**src/rtl/hdr_pkg.sv**
```systemverilog
package hdr_pkg;
  typedef struct packed {
    logic ign;
    logic commit;
    logic en;
    logic gate;
  } hdr_ctl_t;

  function automatic int port_bytes(input int k);
    return k + 1;
  endfunction
endpackage

```
**src/rtl/hdr_port_arb.sv**
```systemverilog
module hdr_port_arb #(
  parameter int NUM_PORTS = 4,
  parameter int CNT_W     = 3
) (
  input  logic [NUM_PORTS-1:0] we_i,
  output logic                 any_o,
  output logic [CNT_W-1:0]     nbytes_o
);
  // highest-numbered port wins
  always_comb begin
    nbytes_o = '0;
    for (int k = 0; k < NUM_PORTS; k++) begin
      if (we_i[k]) nbytes_o = CNT_W'(hdr_pkg::port_bytes(k));
    end
  end

  assign any_o = |we_i;
endmodule

```
**src/rtl/hdr_policy.sv**
```systemverilog
module hdr_policy
  import hdr_pkg::*;
#(
  parameter int CNT_W  = 3,
  parameter int FREE_W = 5
) (
  input  logic             clk_i,
  input  logic             rst_ni,
  input  logic             cs_n_i,
  input  logic             any_wr_i,
  input  logic [CNT_W-1:0] nbytes_i,
  input  logic             busy_i,
  input  logic [FREE_W-1:0] q_free_i,
  input  logic             ctl_we_i,
  input  hdr_ctl_t         ctl_wdata_i,
  output logic             accept_o,
  output hdr_ctl_t         ctl_o
);
  localparam int CMP_W = (CNT_W > FREE_W) ? CNT_W + 1 : FREE_W + 1;

  hdr_ctl_t st_q, st_d;
  logic cs_low, blocking, no_room, drop, auto_en;

  always_comb begin
    cs_low   = ~cs_n_i;
    blocking = st_q.gate;
    no_room  = CMP_W'(nbytes_i) > CMP_W'(q_free_i);
    drop     = (blocking & cs_low) | (~blocking & st_q.commit) | no_room | busy_i;
    accept_o = any_wr_i & ~drop;
    auto_en  = any_wr_i & ~blocking;

    st_d = st_q;
    if (ctl_we_i) begin
      st_d.gate = ctl_wdata_i.gate;
      st_d.en   = ctl_wdata_i.en;
      if (!ctl_wdata_i.commit) st_d.commit = 1'b0;
      if (!ctl_wdata_i.ign)    st_d.ign    = 1'b0;
    end
    if (auto_en)                          st_d.en     = 1'b1;
    if (cs_low && (st_q.en || auto_en))   st_d.commit = 1'b1;
    if (any_wr_i && drop)                 st_d.ign    = 1'b1;
  end

  always_ff @(posedge clk_i or negedge rst_ni) begin
    if (!rst_ni) st_q <= '0;
    else         st_q <= st_d;
  end

  assign ctl_o = st_q;
endmodule

```
**src/rtl/hdr_pusher.sv**
```systemverilog
module hdr_pusher #(
  parameter int NUM_PORTS = 4,
  parameter int CNT_W     = 3
) (
  input  logic                   clk_i,
  input  logic                   rst_ni,
  input  logic                   load_i,
  input  logic [CNT_W-1:0]       nbytes_i,
  input  logic [8*NUM_PORTS-1:0] data_i,
  output logic                   busy_o,
  output logic                   push_o,
  output logic [7:0]             byte_o
);
  localparam int DATA_W = 8 * NUM_PORTS;

  logic [DATA_W-1:0] sh_q;
  logic [CNT_W-1:0]  cnt_q;

  always_ff @(posedge clk_i or negedge rst_ni) begin
    if (!rst_ni) begin
      sh_q  <= '0;
      cnt_q <= '0;
    end else if (load_i) begin
      sh_q  <= data_i;
      cnt_q <= nbytes_i;
    end else if (cnt_q != '0) begin
      sh_q  <= sh_q >> 8;
      cnt_q <= cnt_q - 1'b1;
    end
  end

  assign busy_o = cnt_q != '0;
  assign push_o = busy_o;
  assign byte_o = sh_q[7:0];
endmodule

```
**src/rtl/hdr_atomic_ctrl.sv**
```systemverilog
module hdr_atomic_ctrl
  import hdr_pkg::*;
#(
  parameter int NUM_PORTS = 4,
  parameter int FREE_W    = 5
) (
  input  logic                   clk_i,
  input  logic                   rst_ni,
  input  logic                   cs_n_i,
  input  logic [NUM_PORTS-1:0]   hdr_we_i,
  input  logic [8*NUM_PORTS-1:0] hdr_data_i,
  input  logic                   ctl_we_i,
  input  logic [3:0]             ctl_wdata_i,
  output logic [3:0]             ctl_o,
  input  logic [FREE_W-1:0]      q_free_i,
  output logic                   q_push_o,
  output logic [7:0]             q_byte_o
);
  localparam int CNT_W = $clog2(NUM_PORTS + 1);

  logic             any_wr, accept, busy;
  logic [CNT_W-1:0] nbytes;
  hdr_ctl_t         st;

  hdr_port_arb #(.NUM_PORTS(NUM_PORTS), .CNT_W(CNT_W)) u_arb (
    .we_i     (hdr_we_i),
    .any_o    (any_wr),
    .nbytes_o (nbytes)
  );

  hdr_policy #(.CNT_W(CNT_W), .FREE_W(FREE_W)) u_pol (
    .clk_i       (clk_i),
    .rst_ni      (rst_ni),
    .cs_n_i      (cs_n_i),
    .any_wr_i    (any_wr),
    .nbytes_i    (nbytes),
    .busy_i      (busy),
    .q_free_i    (q_free_i),
    .ctl_we_i    (ctl_we_i),
    .ctl_wdata_i (hdr_ctl_t'(ctl_wdata_i)),
    .accept_o    (accept),
    .ctl_o       (st)
  );

  hdr_pusher #(.NUM_PORTS(NUM_PORTS), .CNT_W(CNT_W)) u_push (
    .clk_i    (clk_i),
    .rst_ni   (rst_ni),
    .load_i   (accept),
    .nbytes_i (nbytes),
    .data_i   (hdr_data_i),
    .busy_o   (busy),
    .push_o   (q_push_o),
    .byte_o   (q_byte_o)
  );

  assign ctl_o = st;
endmodule

```
**config.mk**
```make
export PLATFORM = sky130hd
export DESIGN_NAME = hdr_atomic_ctrl
export DESIGN_NICKNAME = d
export VERILOG_FILES = /design/src/rtl/hdr_pkg.sv /design/src/rtl/hdr_port_arb.sv /design/src/rtl/hdr_policy.sv /design/src/rtl/hdr_pusher.sv /design/src/rtl/hdr_atomic_ctrl.sv
export SDC_FILE = /design/constraint.sdc
export NUM_CORES = 1
export LEC_CHECK = 0
export ABC_AREA = 0
export BUFFER_PORTS_ARGS = -buffer_cell sky130_fd_sc_hd__buf_2
export CAP_MARGIN = 0
export CORE_MARGIN = 3
export CORE_UTILIZATION = 45
export CTS_CLUSTER_DIAMETER = 80
export DETAILED_ROUTE_END_ITERATION = 16
export PLACE_DENSITY = 0.71
export SYNTH_ARGS = -nofsm -noshare
export SYNTH_HDL_FRONTEND = slang
export SYNTH_SLANG_ARGS = --single-unit
```
**constraint.sdc**
```tcl
create_clock -name clk_i -period 4.7 [get_ports clk_i]
set_input_delay 1.41 -clock clk_i [delete_from_list [all_inputs] [get_ports clk_i]]
set_output_delay 1.41 -clock clk_i [all_outputs]
set_load 0.02 [all_outputs]
```
# Word level (Yosys, flattened, before mapping)

Index checks and enable logic that the tools add are counted.

Add/subtract/negate cells: 1
Order comparisons: 1
Equal/unequal tests: 2
Muxes and demuxes: 14
Bitwise logic cells: 10
Reductions and logical operators: 11

Operators with widths:

| cell                | count |
|---|---|
| $mux 32             | 2 |
| $mux 3              | 3 |
| $reduce_bool 2->1   | 4 |
| $mux 1              | 6 |
| $gt 3x5->1          | 1 |
| $and 1x1->1         | 4 |
| $mux 2              | 2 |
| $mux 4              | 1 |
| $ne 2x1->1 const B  | 2 |
| $reduce_and 2->1    | 2 |
| $reduce_or 4->1     | 1 |
| $not 1->1           | 3 |
| $or 1x1->1          | 3 |
| $reduce_bool 3->1   | 1 |
| $sub 3x1->3 const B | 1 |
| $logic_and 1x1->1   | 2 |
| $logic_or 1x1->1    | 1 |

Bits in registers: 39
Input bits: 49
Word-level logic and storage cells: 45

# Depth between registers and ports, before layout

Gate-level depths: netlist of the first run.

Depth in word-level cells: 10
Mapped depth: 10
Gate-level depth less buffers: 8

# Hierarchy

A second synthesis of the first run with hierarchy kept.

Cell total of the unflattened synthesis: 214
Area, all modules: 2223.4 um^2

By module, submodules not included:

| module       | instances | cells each | area an instance (um^2) | seq. area each (um^2) |
|---|---|---|---|---|
| hdr_pusher   | 1         | 175        | 1903.1                  | 875.8 |
| hdr_policy   | 1         | 31         | 279.0                   | 100.1 |
| hdr_port_arb | 1         | 8          | 41.3                    | 0.0 |

# Worst setup path after synthesis of the first run

Ideal clock, no wire load.

Path kind: input-to-reg
Start: in hdr_we_i[0]
End: reg u_push.sh_q[0]
Library setup time: 130 ps
Arrival time: 2829 ps
Data required time: 4570 ps
Setup slack: 1741 ps
Cell stages on the path: 10
Path buffers: 2
Cell sequence: nor2b_1 o21bai_1 ha_1 nand3_1 o21ai_0 o211a_4 nand2b_1 buf_6 buf_2 a31oi_1

Word-level cells in the longest chain between the ends: 10
Elaborated cells between the ends (all ways): 12
Classes of those cells: 1 x order compare; 5 x mux; 4 x bitwise; 2 x reduce/logical

RTL lines:

| element                                             | line                  | text |
|---|---|---|
| from (decl)                                         | hdr_atomic_ctrl.sv:10 | `input logic [NUM_PORTS-1:0] hdr_we_i,` |
| $mux 1                                              | hdr_port_arb.sv:13    | `if (we_i[k]) nbytes_o = CNT_W'(hdr_pkg::port_bytes(k));` |
| $mux 2 (2 in a row)                                 | hdr_port_arb.sv:13    |  |
| $mux 3                                              | hdr_port_arb.sv:13    |  |
| $gt 3x5->1                                          | hdr_policy.sv:27      | `no_room = CMP_W'(nbytes_i) > CMP_W'(q_free_i);` |
| $or 1x1->1 (2 in a row)                             | hdr_policy.sv:28      | `drop = (blocking & cs_low) \| (~blocking & st_q.commit) \| no_room \| busy_i;` |
| $not 1->1                                           | hdr_policy.sv:29      | `accept_o = any_wr_i & ~drop;` |
| $and 1x1->1 (*)                                     | hdr_policy.sv:29      |  |
| $mux 32 / $reduce_bool 2->1 (equally long branches) | -                     |  |
| to (signal assigned)                                | hdr_pusher.sv:24      | `sh_q <= data_i;` |
| to (signal assigned)                                | hdr_pusher.sv:27      | `sh_q <= sh_q >> 8;` |
| to (decl)                                           | hdr_pusher.sv:16      | `logic [DATA_W-1:0] sh_q;` |

Mark *: on every way between the ends. The rest lies on a longest branch, timed or not.
A chain may end at the register's enable or synchronous reset.

# Worst setup path after layout of the first run

Start: reg u_push.cnt_q[1]
End: out q_push_o

Word-level cells in the longest chain between the ends: 1

RTL lines:

| element                | line                  | text |
|---|---|---|
| from (decl)            | hdr_pusher.sv:17      | `logic [CNT_W-1:0] cnt_q;` |
| from (signal assigned) | hdr_pusher.sv:25      | `cnt_q <= nbytes_i;` |
| from (signal assigned) | hdr_pusher.sv:28      | `cnt_q <= cnt_q - 1'b1;` |
| $reduce_bool 3->1      | hdr_pusher.sv:32      | `assign busy_o = cnt_q != '0;` |
| to (decl)              | hdr_atomic_ctrl.sv:16 | `output logic q_push_o,` |

Every way passes these cells.

==> out/summary.md, run 1 <==
• Setup TNS: 0 ps
• final std cell area, no fill: 0.00241 mm^2
• DP HPWL: 2.90 mm
• worst-path maximum fanout: 26
• buffer type at the clock tree root: clkbuf_8
• reg-to-reg critical path endpoint: u_push.cnt_q[2]$_DFFE_PN0P_
• routability cong.: 0.788
• synthesized instance count: 230
• Total Nets Final: 332
• setup slack after layout: 1270 ps
• worst setup path category: reg2out
• dominant cells by area after synthesis: dfrtp_1, nand2_1, a31oi_1, nor3_1, mux2i_1
• family with the most delay on the worst path: buffers and inverters
• Final period util: 72.9%
• Antenna Cells: 0
• Yosys reg bits: 39
• number of CTS-inserted buffers: 5
• share of the synthesized area in the top cell type: 47.3%
• Global Route Usage Sum: 16.4%
• Buf+Inv Stages, Crit Path: 3
• TritonCTS clock tree: done
• Post-synth top cells: nand2_1, dfrtp_1, a31oi_1, nor3_1, inv_1
• launching element of the worst setup path: u_push.cnt_q[1]$_DFFE_PN0P_
• sequential fraction of the synthesis area: 47.3%
• outcome: complete, no violations
• cell-by-cell trace of the critical path: inv_1, ha_1, nor2b_2, clkinv_1, buf_2
• overall die area: 0.00544 mm^2
• Mean Syn Cell Area: 8.98 um^2
• post-synth cell types: 31
• number of synthesized flops with an enable pin: 0
• width of the die: 73.7 um
• critical path capture point type: output pin
• initial DRC count: 176
• average wire length per cell after detail routing: 12.8 um
• count of warnings emitted by yosys: 0
• total detailed-routing wirelength: 4.25 mm
• DRC Markers: 0
• standard-cell rows: 24
• clock edge transition at the registers on the reported setup and hold paths: 80 ps
• Critical Path Sink: q_push_o
• share of synthesized flip-flops with an asynchronous set or reset: 100%
• fraction of final layout cells sized beyond drive strength 1: 29.0%
• largest net degree at the start of global routing: 40
• Hold/Removal Path Class: reg2reg
• biggest cell delay along the critical path: 570 ps
• CP Data Required Time: 3290 ps
• antenna viol nets, final: 0
• endpoints failing hold: 0
• # resized after CTS: 0
• number of buffers added to fix hold violations after cts: 0
• I/O Pins: 62
• area inside the core boundary: 0.00438 mm^2
• vertical die dimension: 73.7 um
• minimum setup slack among reg-to-reg paths: 2600 ps
• placed cell areas: 0.00233 mm^2
• total of fill cells in the finished design: 434
• worst clock skew: 5.27 ps
• gr ovfl total: 0
• syn_nets: 284
• leakage power summed over all cells: 0.00121 uW
• data arrival time of the critical path: 2020 ps
• setup violation total in the final timing report: 0
• min Tclk post-route: 3430 ps
• Power, Total: 1090 uW
• Area growth syn-to-layout: 17.0%
• largest area contributor in the synthesized netlist: dfrtp_1
• count of vias placed by the detailed router: 1,715
• tightest slew margin relative to the limit: 42.8%
• Detailed Routing Iterations Pass 1: 4
• setup repair after global routing missed its margin: false
• VDD IR-drop max: 0.223 mV
• later-pin clock latency in the skew report: 280 ps
• achievable frequency: 292 MHz
• total of buffers placed on input and output ports: 61
• netlist area before placement: 0.00206 mm^2
• first-pass GRT wire length: 7.05 mm
• CTS sink count: 39
• max cap viols: 0
• Longest Clk Path Bufs: 2
• number of antenna violations at the first check in global routing: 0
• total number of cells along the worst setup path: 5
• Reg-to-Reg Start: u_push.cnt_q[1]$_DFFE_PN0P_
• Worst Setup Slack post-DPL: 1320 ps
• initial core utilization: 47.1%
• number of global-route vias before repair: 1,625
• via density per instance: 5.18
• PD cells: 450 mW/mm^2
• startpoint class of the critical path: register
• slowest cell on the critical path: clkinv_1
• Max Slew Vio Count: 0
• H-Tree Depth: 2
• pin slew with the least headroom to its limit: 859 ps
• dominant register cell in the synthesized netlist: dfrtp_1
• count leader, synth: nand2_1
• setup fix buffers added after clock tree synthesis: 0
• R2R depth: 8
==> placed cells by master, fill, tap and decap left out, drive strengths merged, types with 2 or more instances in the layout <==
master and count:
nand2 60, inv 13, o21ai 10, buf 65, a31oi 24, nor3 24
nor2b 3, ha 5, mux2i 9, dfrtp 39, nor2 5, clkinv 2
clkbuf 6
==> sequential cells by signal (all words and copies together) (netlist names) <==
register / flops
u_push.cnt_q: 3
u_push.sh_q: 32
u_pol.blocking: 1
u_pol.ctl_o: 3
==> per-stage QoR <==
step | hold slack [ps] | utilization (%) | instances
6_report | 527 | 55.1 | 331
5_1_grt | 553 | 55.1 | 331
4_1_cts | 531 | 55.1 | 331
3_5_place_dp | 520 | 53.1 | 323
3_3_place_gp | 513 | 53.1 | 323
2_1_floorplan | 504 | - | 230
==> logic make-up after synthesis <==
| family | Yosys count | synth area share [%] |
|---|---|---|
| and+or+nand+nor | 96 | 20.4 |
| buffers and inverters | 38 | 9.64 |
| muxes | 10 | 4.91 |
| DFF | 39 | 47.3 |
| xor gates and xnor gates | 1 | 0.424 |
| adders and majority gates | 5 | 3.03 |
| AOI/OAI and AO/OA | 41 | 14.4 |
==> layout make-up <==
type | count | area [um^2] | share of cell area (%)
clock buffer | 6 | 72.6 | 3.01
clock inverter | 2 | 12.5 | 0.518
inverter | 14 | 52.6 | 2.18
multi-input combinational | 153 | 901 | 37.3
sequential | 39 | 976 | 40.4
tap | 52 | 65.1 | 2.69
timing repair buffer | 65 | 335 | 13.9
==> per-layer routing <==
layer	wire length, um	global-route usage [%]	vias up	share of wire (%)
met4	27	4.83	0	0.64
met1	1920	21.3	804	45
met5	0	0	-	0
li1	-	-	872	-
met2	2090	27.6	37	49
met3	202	3.28	2	4.8
==> worst min-delay path, cell delays in order, from the launching register on <==
cell	delay (ps)
dfrtp_1	380
nand2_1	60
mux2i_1	60
==> worst min path at each step <==
| stage | startpoint | slack [ps] | endpoint | depth (start not counted) |
|---|---|---|---|---|
| after floorplan | u_push.sh_q[24]$_DFFE_PN0P_ | 500 | u_push.sh_q[24]$_DFFE_PN0P_ | 2 |
| after global placement | u_push.sh_q[28]$_DFFE_PN0P_ | 510 | u_push.sh_q[28]$_DFFE_PN0P_ | 2 |
| after detailed placement | u_push.sh_q[24]$_DFFE_PN0P_ | 520 | u_push.sh_q[24]$_DFFE_PN0P_ | 2 |
| after CTS | u_push.sh_q[24]$_DFFE_PN0P_ | 530 | u_push.sh_q[24]$_DFFE_PN0P_ | 2 |
| after global routing | u_push.sh_q[30]$_DFFE_PN0P_ | 550 | u_push.sh_q[30]$_DFFE_PN0P_ | 2 |
| final | u_push.sh_q[26]$_DFFE_PN0P_ | 530 | u_push.sh_q[26]$_DFFE_PN0P_ | 2 |
==> where the power goes <==
part | internal, uW | leakage [uW] | switching, uW
registers | 433 | 0.000512 | 50.8
clock network | 104 | 0.0000412 | 113
logic | 152 | 0.000657 | 236
total | 688 | 0.00121 | 399
No activity file was read; power rests on OpenSTA's default activity.
==> run 2: changes to the inputs <==
==> constraint.sdc (replaced) <==
create_clock -name clk_i -period 3.6 [get_ports clk_i]
set_input_delay 1.08 -clock clk_i [delete_from_list [all_inputs] [get_ports clk_i]]
set_output_delay 1.08 -clock clk_i [all_outputs]
set_load 0.02 [all_outputs]
==> out/summary.md, run 2 (same netlist as run 1, synthesis figures left out) <==
• initial core utilization: 47.1%
• setup violation total in the final timing report: 0
• largest register by flop count: u_push.sh_q
• buffer type at the clock tree root: clkbuf_8
• fraction of final layout cells sized beyond drive strength 1: 29.0%
• endpoints failing hold: 0
• cell-by-cell trace of the critical path: buf_2, nor2b_1, o21bai_1, ha_1, nand3_1, o21ai_0, o211a_4, nand2b_1, buf_4, mux2i_1
• most frequent cells in the layout: buf_2, nand2_1, dfrtp_1
• Antenna Cells: 0
• area inside the core boundary: 0.00438 mm^2
• number of global-route vias before repair: 1,666
• number of antenna violations at the first check in global routing: 0
• startpoint class of the critical path: input port
• VDD IR-drop max: 0.266 mV
• placed cell areas: 0.00234 mm^2
• later-pin clock latency in the skew report: 290 ps
• final core utilization: 55.7%
• Max Slew Vio Count: 0
• Final period util: 76.3%
• standard-cell rows: 24
• family with the most delay on the worst path: compound AO/OA/AOI/OAI gates
• number of buffers added to fix hold violations after cts: 0
• clock edge transition at the registers on the reported setup and hold paths: 70 ps
• TritonCTS clock tree: done
• width of the die: 73.7 um
• worst-path maximum fanout: 34
• initial DRC count: 146
• routability cong.: 0.805
• Area growth syn-to-layout: 18.2%
• commonest non-fill, non-tap cell in the layout: buf_2
• worst setup path category: in2reg
• critical path capture point type: register
• slowest cell on the critical path: buf_4
• antenna viol nets, final: 0
• DP HPWL: 3.03 mm
• total of buffers placed on input and output ports: 61
• total detailed-routing wirelength: 4.36 mm
• via density per instance: 5.11
• setup fix buffers added after clock tree synthesis: 0
• vertical die dimension: 73.7 um
• min Tclk post-route: 2750 ps
• number of CTS-inserted buffers: 5
• CP Data Required Time: 3810 ps
• H-Tree Depth: 2
• pin slew with the least headroom to its limit: 850 ps
• Detailed Routing Iterations Pass 1: 4
• data arrival time of the critical path: 2960 ps
• worst clock skew: 3.31 ps
• outcome: complete, no violations
• PD cells: 613 mW/mm^2
• Global Route Usage Sum: 16.8%
• achievable frequency: 364 MHz
• # resized after CTS: 0
• average wire length per cell after detail routing: 13.2 um
• Setup TNS: 0 ps
• CTS sink count: 39
• Longest Clk Path Bufs: 2
• count of vias placed by the detailed router: 1,692
• I/O Pins: 62
• biggest cell delay along the critical path: 370 ps
• first-pass GRT wire length: 7.14 mm
• tightest slew margin relative to the limit: 43.4%
• Buf+Inv Stages, Crit Path: 2
• setup repair after global routing missed its margin: false
• final std cell area, no fill: 0.00244 mm^2
• Total Nets Final: 333
• leakage power summed over all cells: 0.00122 uW
• DRC Markers: 0
• overall die area: 0.00544 mm^2
• gr ovfl total: 0
• largest net degree at the start of global routing: 40
• number of flip-flops under the largest register name: 32
• max cap viols: 0
• Hold/Removal Path Class: reg2reg
[run 2: path summary, 6_finish.rpt]
| kind | endpoint | startpoint | slack (ps) | cells past startpoint |
|---|---|---|---|---|
| hold / removal | u_pol.ctl_o[3]$_DFFE_PN0P_ | u_pol.ctl_o[3]$_DFFE_PN0P_ | 510 | 2 |
| setup / recovery | u_push.sh_q[31]$_DFFE_PN0P_ | hdr_we_i[0] | 850 | 10 |
| setup reg to reg | u_push.cnt_q[2]$_DFFE_PN0P_ | u_push.cnt_q[0]$_DFFE_PN0P_ | 1470 | 8 |
| max in group asynchronous | u_push.sh_q[27]$_DFFE_PN0P_ | rst_ni | 2170 | 1 |
| min in group asynchronous | u_push.sh_q[1]$_DFFE_PN0P_ | rst_ni | 900 | 1 |
| hold reg to reg | u_pol.ctl_o[3]$_DFFE_PN0P_ | u_pol.ctl_o[3]$_DFFE_PN0P_ | 510 | 2 |
[run 2: area by class of cell]
| type | count | area, um^2 |
|---|---|---|
| well taps | 52 | 65.1 |
| clock buffers | 6 | 72.6 |
| multi-input cells | 153 | 901 |
| inverters | 14 | 52.6 |
| repair buffers | 66 | 343 |
| flip-flops and latches | 39 | 976 |
| fillers | 408 | 1940 |
| clock inverters | 1 | 30.0 |
[run 2: metrics by stage]
step	hold slack [ps]	cells	power, uW	setup slack (ps)
final	513	331	1500	852
after global routing	528	331	1600	650
after CTS	513	331	1520	844
after detailed placement	497	324	1160	539
after global placement	513	324	1150	614
after floorplan	504	230	1040	971
[run 2: tightest hold or removal path, stage by stage, from the launching register on]
cell	delay, ps
dfrtp_1	330
o21ai_0	80
o21ai_0	70
[run 2: power breakdown]
part           switching (uW)  total, uW  internal, uW  leakage, uW
clock                     144        347           203    0.0000513
sequential               63.9        629           565     0.000512
combinational             314        520           206     0.000661
[run 2: per-layer routing]
layer / vias to the layer above / track usage (%) / routed length (um)
met2: 42 / 29.7 / 2170
met5: - / 0 / 0
met3: 4 / 4.65 / 267
li1: 870 / - / -
met4: 0 / 4.23 / 29
met1: 776 / 19.9 / 1890
